<file path="src/rtl/srd_pkg.sv">
// Shared types for the status read sequencer.
// Assumes: command encoding follows the common SDRAM truth table.
package srd_pkg;

    typedef enum logic [1:0] {
        CMD_NOP,
        CMD_PRE_ALL,
        CMD_LOAD_MODE,
        CMD_READ
    } srd_cmd_e;

    typedef enum logic [2:0] {
        ST_IDLE,
        ST_PRE,
        ST_WAIT_RP,
        ST_LMR,
        ST_WAIT_SRR,
        ST_READ,
        ST_WAIT_SRC,
        ST_DONE
    } srd_state_e;

    typedef struct packed {
        logic cs_n;
        logic ras_n;
        logic cas_n;
        logic we_n;
    } srd_pins_t;

    function automatic int srd_max(input int a, input int b);
        return (a > b) ? a : b;
    endfunction

endpackage

</file>
<file path="src/rtl/srd_gap_timer.sv">
// Down-counter that times the gap between two commands.
// A load sets the count; the count then falls by one per cycle down to zero.
// last_o marks the final wait cycle (count equal to one).
// Assumes: loads are not issued while a gap is still counting.
module srd_gap_timer #(
    parameter int W = 4
) (
    input  logic         clk,
    input  logic         rst_n,
    input  logic         load_i,
    input  logic [W-1:0] load_val_i,
    output logic         last_o
);

    logic [W-1:0] cnt_q;

    // Purpose: load a new gap or count the current one down.
    always_ff @(posedge clk) begin
        if (!rst_n) begin
            cnt_q <= '0;
        end else if (load_i) begin
            cnt_q <= load_val_i;
        end else if (cnt_q != '0) begin
            cnt_q <= cnt_q - 1'b1;
        end
    end

    assign last_o = (cnt_q == W'(1));

    // A running count must fall by exactly one each cycle (timing base of R3, R4, R7).
    assert_timer_step_R7: assert property (@(posedge clk) disable iff (!rst_n)
        (!load_i && cnt_q != '0) |=> (cnt_q == $past(cnt_q) - 1'b1));

endmodule

</file>
<file path="src/rtl/srd_cmd_encode.sv">
// Maps an abstract command to the active-low command pins, bank and address.
// Assumes: AP_BIT selects the all-banks bit of the precharge address.
module srd_cmd_encode
    import srd_pkg::*;
#(
    parameter int ADDR_W = 13,
    parameter int BA_W   = 2,
    parameter int AP_BIT = 10
) (
    input  srd_cmd_e           cmd_i,
    output logic               cs_n_o,
    output logic               ras_n_o,
    output logic               cas_n_o,
    output logic               we_n_o,
    output logic [BA_W-1:0]    ba_o,
    output logic [ADDR_W-1:0]  addr_o
);

    localparam logic [ADDR_W-1:0] PRE_ALL_ADDR = ADDR_W'(1) << AP_BIT;
    localparam logic [BA_W-1:0]   SRR_BANK     = BA_W'(1);

    srd_pins_t pins;

    // Purpose: look up the pin pattern, bank and address for each command.
    always_comb begin
        pins   = '{cs_n: 1'b0, ras_n: 1'b1, cas_n: 1'b1, we_n: 1'b1};
        ba_o   = '0;
        addr_o = '0;
        unique case (cmd_i)
            CMD_PRE_ALL: begin
                pins   = '{cs_n: 1'b0, ras_n: 1'b0, cas_n: 1'b1, we_n: 1'b0};
                addr_o = PRE_ALL_ADDR;
            end
            CMD_LOAD_MODE: begin
                pins = '{cs_n: 1'b0, ras_n: 1'b0, cas_n: 1'b0, we_n: 1'b0};
                ba_o = SRR_BANK;
            end
            CMD_READ: begin
                pins = '{cs_n: 1'b0, ras_n: 1'b1, cas_n: 1'b0, we_n: 1'b1};
            end
            default: ;
        endcase
    end

    assign cs_n_o  = pins.cs_n;
    assign ras_n_o = pins.ras_n;
    assign cas_n_o = pins.cas_n;
    assign we_n_o  = pins.we_n;

endmodule

</file>
<file path="src/rtl/srd_beat_capture.sv">
// Tracks an issued read through the CAS latency and latches the first beat.
// A strobe is taken only in the single slot CAS_LAT cycles after the read,
// so the second beat and stray strobes are dropped.
// Assumes: at most one read in flight.
module srd_beat_capture #(
    parameter int DATA_W  = 32,
    parameter int CAS_LAT = 3
) (
    input  logic              clk,
    input  logic              rst_n,
    input  logic              read_issued_i,
    input  logic              rd_valid_i,
    input  logic [DATA_W-1:0] rd_data_i,
    output logic [DATA_W-1:0] status_o
);

    logic [CAS_LAT-1:0] pipe_q;
    logic               slot;
    logic [DATA_W-1:0]  status_q;

    generate
        if (CAS_LAT == 1) begin : g_lat_one
            // Purpose: mark the slot one cycle after the read.
            always_ff @(posedge clk) begin
                if (!rst_n) pipe_q <= '0;
                else        pipe_q <= read_issued_i;
            end
        end else begin : g_lat_many
            // Purpose: shift the read marker through the latency stages.
            always_ff @(posedge clk) begin
                if (!rst_n) pipe_q <= '0;
                else        pipe_q <= {pipe_q[CAS_LAT-2:0], read_issued_i};
            end
        end
    endgenerate

    assign slot = pipe_q[CAS_LAT-1];

    // Purpose: take the data word only in the capture slot.
    always_ff @(posedge clk) begin
        if (!rst_n) begin
            status_q <= '0;
        end else if (slot && rd_valid_i) begin
            status_q <= rd_data_i;
        end
    end

    assign status_o = status_q;

    // Only one read may be in flight, so only one slot can open.
    assert_single_slot_R6: assert property (@(posedge clk) disable iff (!rst_n)
        $onehot0(pipe_q));

    // Outside the slot the stored word must not move.
    assert_no_stray_capture_R9: assert property (@(posedge clk) disable iff (!rst_n)
        !slot |=> $stable(status_q));

endmodule

</file>
<file path="src/rtl/lpddr_status_reader.sv">
// Status register read sequencer for a low-power DDR controller.
// Sequence: precharge-all, wait T_RP, status-select mode load, wait T_SRR,
// read, capture after CAS_LAT, recover until max(T_SRC, CAS_LAT+1), done.
// Assumes: all timings are at least one cycle; requests while busy are ignored.
module lpddr_status_reader
    import srd_pkg::*;
#(
    parameter int DATA_W  = 32,
    parameter int ADDR_W  = 13,
    parameter int BA_W    = 2,
    parameter int AP_BIT  = 10,
    parameter int T_RP    = 3,
    parameter int T_SRR   = 2,
    parameter int T_SRC   = 6,
    parameter int CAS_LAT = 3
) (
    input  logic              clk,
    input  logic              rst_n,
    input  logic              req_i,
    output logic              busy_o,
    output logic              done_o,
    output logic              cs_n_o,
    output logic              ras_n_o,
    output logic              cas_n_o,
    output logic              we_n_o,
    output logic [BA_W-1:0]   ba_o,
    output logic [ADDR_W-1:0] addr_o,
    input  logic              rd_valid_i,
    input  logic [DATA_W-1:0] rd_data_i,
    output logic [DATA_W-1:0] status_o
);

    localparam int DONE_GAP = srd_max(T_SRC, CAS_LAT + 1);
    localparam int GAP_MAX  = srd_max(srd_max(T_RP, T_SRR), DONE_GAP);
    localparam int TW       = $clog2(GAP_MAX + 1);
    localparam int GW       = $clog2(GAP_MAX + 2);

    srd_state_e     state_q, state_d;
    srd_cmd_e       cmd;
    logic           tmr_load;
    logic [TW-1:0]  tmr_val;
    logic           tmr_last;

    // Purpose: advance the sequence state.
    always_ff @(posedge clk) begin
        if (!rst_n) state_q <= ST_IDLE;
        else        state_q <= state_d;
    end

    // Purpose: choose the next state from the request and the gap timer.
    always_comb begin
        state_d = state_q;
        unique case (state_q)
            ST_IDLE:     if (req_i) state_d = ST_PRE;
            ST_PRE:      state_d = (T_RP > 1) ? ST_WAIT_RP : ST_LMR;
            ST_WAIT_RP:  if (tmr_last) state_d = ST_LMR;
            ST_LMR:      state_d = (T_SRR > 1) ? ST_WAIT_SRR : ST_READ;
            ST_WAIT_SRR: if (tmr_last) state_d = ST_READ;
            ST_READ:     state_d = (DONE_GAP > 1) ? ST_WAIT_SRC : ST_DONE;
            ST_WAIT_SRC: if (tmr_last) state_d = ST_DONE;
            ST_DONE:     state_d = ST_IDLE;
            default:     state_d = ST_IDLE;
        endcase
    end

    // Purpose: pick the command for the current state; NOP everywhere else.
    always_comb begin
        unique case (state_q)
            ST_PRE:  cmd = CMD_PRE_ALL;
            ST_LMR:  cmd = CMD_LOAD_MODE;
            ST_READ: cmd = CMD_READ;
            default: cmd = CMD_NOP;
        endcase
    end

    // Purpose: load the gap that must follow each issued command.
    always_comb begin
        tmr_load = 1'b1;
        unique case (state_q)
            ST_PRE:  tmr_val = TW'(T_RP - 1);
            ST_LMR:  tmr_val = TW'(T_SRR - 1);
            ST_READ: tmr_val = TW'(DONE_GAP - 1);
            default: begin
                tmr_load = 1'b0;
                tmr_val  = '0;
            end
        endcase
    end

    srd_gap_timer #(.W(TW)) u_timer (
        .clk        (clk),
        .rst_n      (rst_n),
        .load_i     (tmr_load),
        .load_val_i (tmr_val),
        .last_o     (tmr_last)
    );

    srd_cmd_encode #(.ADDR_W(ADDR_W), .BA_W(BA_W), .AP_BIT(AP_BIT)) u_enc (
        .cmd_i   (cmd),
        .cs_n_o  (cs_n_o),
        .ras_n_o (ras_n_o),
        .cas_n_o (cas_n_o),
        .we_n_o  (we_n_o),
        .ba_o    (ba_o),
        .addr_o  (addr_o)
    );

    srd_beat_capture #(.DATA_W(DATA_W), .CAS_LAT(CAS_LAT)) u_cap (
        .clk           (clk),
        .rst_n         (rst_n),
        .read_issued_i (cmd == CMD_READ),
        .rd_valid_i    (rd_valid_i),
        .rd_data_i     (rd_data_i),
        .status_o      (status_o)
    );

    assign busy_o = (state_q != ST_IDLE);
    assign done_o = (state_q == ST_DONE);

    // ---------------- checker state: spacing between issued commands ----------------
    logic           pin_nop, pin_pre, pin_lmr, pin_rd;
    srd_cmd_e       last_q;
    logic [GW-1:0]  gap_q;

    assign pin_nop = !cs_n_o &&  ras_n_o &&  cas_n_o &&  we_n_o;
    assign pin_pre = !cs_n_o && !ras_n_o &&  cas_n_o && !we_n_o;
    assign pin_lmr = !cs_n_o && !ras_n_o && !cas_n_o && !we_n_o;
    assign pin_rd  = !cs_n_o &&  ras_n_o && !cas_n_o &&  we_n_o;

    // Purpose: remember the last pin-level command and the cycles since it.
    always_ff @(posedge clk) begin
        if (!rst_n) begin
            last_q <= CMD_NOP;
            gap_q  <= GW'(GAP_MAX);
        end else if (!pin_nop) begin
            last_q <= pin_pre ? CMD_PRE_ALL : (pin_lmr ? CMD_LOAD_MODE : CMD_READ);
            gap_q  <= GW'(1);
        end else if (gap_q < GW'(GAP_MAX)) begin
            gap_q  <= gap_q + 1'b1;
        end
    end

    assert_pre_from_idle_R2: assert property (@(posedge clk) disable iff (!rst_n)
        (!busy_o && req_i) |=> pin_pre);

    assert_lmr_spacing_R3: assert property (@(posedge clk) disable iff (!rst_n)
        pin_lmr |-> (last_q == CMD_PRE_ALL && gap_q == GW'(T_RP)));

    assert_lmr_selects_status_R3: assert property (@(posedge clk) disable iff (!rst_n)
        pin_lmr |-> (ba_o == BA_W'(1) && addr_o == '0));

    assert_read_spacing_R4: assert property (@(posedge clk) disable iff (!rst_n)
        pin_rd |-> (last_q == CMD_LOAD_MODE && gap_q == GW'(T_SRR)));

    assert_recovery_R7: assert property (@(posedge clk) disable iff (!rst_n)
        (!pin_nop && last_q == CMD_READ) |-> (gap_q >= GW'(T_SRC)));

    assert_done_pulse_R7: assert property (@(posedge clk) disable iff (!rst_n)
        done_o |=> !done_o);

    assert_busy_held_R8: assert property (@(posedge clk) disable iff (!rst_n)
        (busy_o && !done_o) |=> busy_o);

    assert_status_hold_R9: assert property (@(posedge clk) disable iff (!rst_n)
        !busy_o |=> $stable(status_o));

endmodule

</file>
<file path="config.mk">
export PLATFORM = sky130hd
export DESIGN_NAME = lpddr_status_reader
export DESIGN_NICKNAME = d
export VERILOG_FILES = /design/src/rtl/srd_pkg.sv /design/src/rtl/srd_gap_timer.sv /design/src/rtl/srd_cmd_encode.sv /design/src/rtl/srd_beat_capture.sv /design/src/rtl/lpddr_status_reader.sv
export SDC_FILE = /design/constraint.sdc
export NUM_CORES = 1
export LEC_CHECK = 0
export CAP_MARGIN = 20
export CORE_ASPECT_RATIO = 1.2
export CORE_MARGIN = 2
export CORE_UTILIZATION = 44
export DETAILED_ROUTE_END_ITERATION = 8
export PLACE_DENSITY = 0.86
export SYNTH_ARGS = -nofsm -noshare
export SYNTH_HDL_FRONTEND = slang
export SYNTH_SLANG_ARGS = --single-unit
</file>
<file path="constraint.sdc">
create_clock -name clk -period 2.6 [get_ports clk]
set_input_delay 0.65 -clock clk [delete_from_list [all_inputs] [get_ports clk]]
set_output_delay 0.65 -clock clk [all_outputs]
set_load 0.01 [all_outputs]
</file>
==> summary.md <==
| Metric | Value |
|---|---|
| Crit. End Element | `output pin` |
| Inserted Clock Buffers | `5` |
| Final Cycle Share | `94.9%` |
| Reg2reg start | `u_timer.cnt_q[0]$_SDFFE_PN0P_` |
| Worst-path clk slew | `0.07 ns` |
| Clock skew | `0.00204 ns` |
| Adder-cell share of the synthesized area | `7.29%` |
| Critical Path AT | `1.82 ns` |
| DR vias/cell | `roughly 4.7` |
| Worst IR Drop VDD | `approximately 0.00056 V` |
| Multiplexer share of the synthesized area | `0%` |
| Most area-consuming cells after synthesis | `dfxtp_1 43%, nand2_1 14%, a21boi_1 12%` |
| HP Start | `u_cap.pipe_q[0]$_SDFF_PN0_` |
| Startpoint types | `flop` |
| Hold WC Path Type | `reg2reg` |
| CTS Hold Buffers Added | `0` |
| Syn-to-layout area delta | `46.6%` |
| Share of the synthesized area in the top cell type | `43.5%` |
| First-pass GRT wire length | `6350 um` |
| CTS tree | `yes` |
| Setup_tns | `0 ns` |
| Vias in the first global route | `1457` |
| Worst Path Required | `around 2 ns` |
| Die height | `75.8 um` |
| Post-synth EDFFs | `0` |
| RSZ-0062 raised after global routing | `no` |
| Yosys warns | `0` |
| Slew Limit Fails | `0` |
| Leak pwr | `0.00104 uW` |
| Largest net degree at the start of global routing | `26` |
| Die width | `63.8 um` |
| Starting Density | `45.0%` |
| CP max FO | `11` |
| CP max-delay cell | `dfxtp_1` |
| Most used DFF post-synth | `dfxtp_1` |
| Tmin final | `2.47 ns` |
| Row cnt | `26` |
| Post-Synth Simple-Gate Area | `19.1%` |
| Mapped Area | `0.00189 mm2` |
| Post-synth top area cell | `dfxtp_1` |
| Max-Cap Viols | `0` |
| Synth Area in XOR/XNOR | `0.928%` |
| H-tree depth | `2` |
| Crit. Startpoint | `state_q[2]$_SDFFE_PN0P_` |
| Largest family of logic cells by synthesized area | `simple AND/OR/NAND/NOR gates` |
| Crit path cell chain | `nor2b_4, a21oi_1, ha_1, clkdlybuf4s50_1` |
| Count leader, synth | `nand2_1` |
| Root buffer cell | `clkbuf_8` |
| Total gr overflow | `0` |
| #FFs+latches synth | `41` |
| IO Pins | `89` |
| Detailed-route via count | `1646` |
| Final Setup Violations | `0` |
| Placer congestion estimate | `0.839` |
| Share of cells above drive strength 1 | `8.42%` |
| Status | `complete, no violations` |
| DRT Wirelength | `roughly 4000 um` |
| Placed cell count | `roughly 340` |
| Post-synthesis sequential area ratio | `43.5%` |
| Hold Fails Final Rpt | `0` |
| Detailed Route Iter0 Violations | `98` |
| Synth Area in Compound Gates | `19.1%` |
| Clk sinks | `41` |
| Slowest stage delay, CP | `0.59 ns` |
| Syn Inst Count | `222` |
| DPL Wire Length | `2890 um` |
| Final ANT Viol Nets | `0` |
| Top cells by count, synth | `69 x nand2_1, 41 x dfxtp_1, 31 x a21boi_1` |
| Core Region | `0.00420 mm2` |
| Fmax | `0.405 GHz` |
| Critical path type | `reg2out` |
| Final layout net count | `343` |
| Post-route insts no fill | `around 350` |
| Power per cell area | `between 600 and 700 mW/mm2` |
| Drt drc | `0` |
| ANT cells | `0` |
| Port bufs | `74` |
| Overall Global Routing Usage | `16.6%` |
| Syn_area_per_cell | `8.50 um2` |
| Yosys cell types | `31` |
| Initial antenna violation count | `0` |
| Clk buf depth | `2` |
| Die Footprint | `0.00483 mm2` |
| Asr flop ratio synth | `0%` |
| Drt wl/cell | `11.1 um` |
| Clk Latency, worst-skew pair | `0.28 ns` |
| DR pass1 iterations | `4` |
[through the flow]
step	util [%]	power, uW	cell area (um2)	hold slack [ns]	setup slack, ns
floorplan	-	1130	1940	0.412	0.626
global placement	62.6	1300	2630	0.414	0.208
detailed placement	62.6	1310	2630	0.418	0.158
CTS	65.8	1840	2760	0.439	0.0297
global route	66.0	1940	2770	0.466	0.0115
finish	66.0	1820	2770	0.435	0.132
[sequential cells by signal (all words and copies together) (netlist names)]
register,count
u_cap.status_o,32
u_timer.cnt_q,3
state_q,3
u_cap.pipe_q,3
[worst max-delay path, delay by kind of cell (launching register included)]
kind	cells	cell delay [ns]
flops	1	0.59
buf+inv	1	0.53
fa+ha+maj	1	0.17
compound gates	1	0.15
simple gates	1	0.10
[final cells by class]
cell class | count | area (um2)
multi-input cells | 161 | 942
clock inverters | 1 | 30.0
well taps | 56 | 70.1
fillers | 368 | 1430
repair buffers | 81 | 793
clock buffers | 7 | 86.3
inverters | 6 | 22.5
flip-flops and latches | 41 | 823
[metal layers]
layer	vias to the layer above	wire length, um	share of wire [%]	GRT usage (%)
met3	7	256	6.5	4.73
met4	0	44	1.1	5.31
met5	-	0	0	0
li1	838	-	-	-
met1	743	1670	43	19.5
met2	58	1960	50	29.4
[path summary, 6_finish.rpt]
| path | end | slack (ns) | cells after the start |
|---|---|---|---|
| min | u_cap.pipe_q[1]$_SDFF_PN0_ | 0.44 | 1 |
| min reg2reg | u_cap.pipe_q[1]$_SDFF_PN0_ | 0.44 | 1 |
| max | addr_o[10] | 0.13 | 4 |
| max reg2reg | u_timer.cnt_q[1]$_SDFFE_PN0P_ | 1.22 | 6 |
[cell families (layout without fill, tap and decap cells)]
| logic type | Yosys count | after routing |
|---|---|---|
| compound gates | 50 | 50 |
| xor+xnor | 2 | 2 |
| fa+ha+maj | 11 | 11 |
| buf+inv | 33 | 95 |
| flops | 41 | 41 |
| other cells | 1 | 14 |
| simple gates | 84 | 84 |
[cell usage in the layout (no fill, tap or decap), drive strengths merged]
cell and count:
a2111oi 1, a21boi 32, a21oi 4, a31oi 1, and2 6, and2b 1, buf 7, bufinv 1
clkbuf 7, clkdlybuf4s50 71, conb 14, dfxtp 41, dlygate4sd2 2, dlymetal6s2s 1, ha 11, inv 6
nand2 69, nand2b 2, nand3 2, nor2 2, nor2b 1, nor3 1, o211ai 3, o21a 1
o21ai 6, o22a 1, o31a 1, xnor2 1, xor2 1
[power by group]
group	switching [uW]	total [uW]	leakage [uW]	internal (uW)
registers	40.0	709	0.000332	669
clock network	204	517	0.0000585	313
logic	289	595	0.000654	305
total	534	1820	0.00104	1290
[timing repair]
action,in CTS,in global routing
buffers inserted,1,0
hold endpoints to repair,0,0
gates resized for setup,7,2
setup endpoints to repair,3,1
Power figures use the tool's default switching activity.
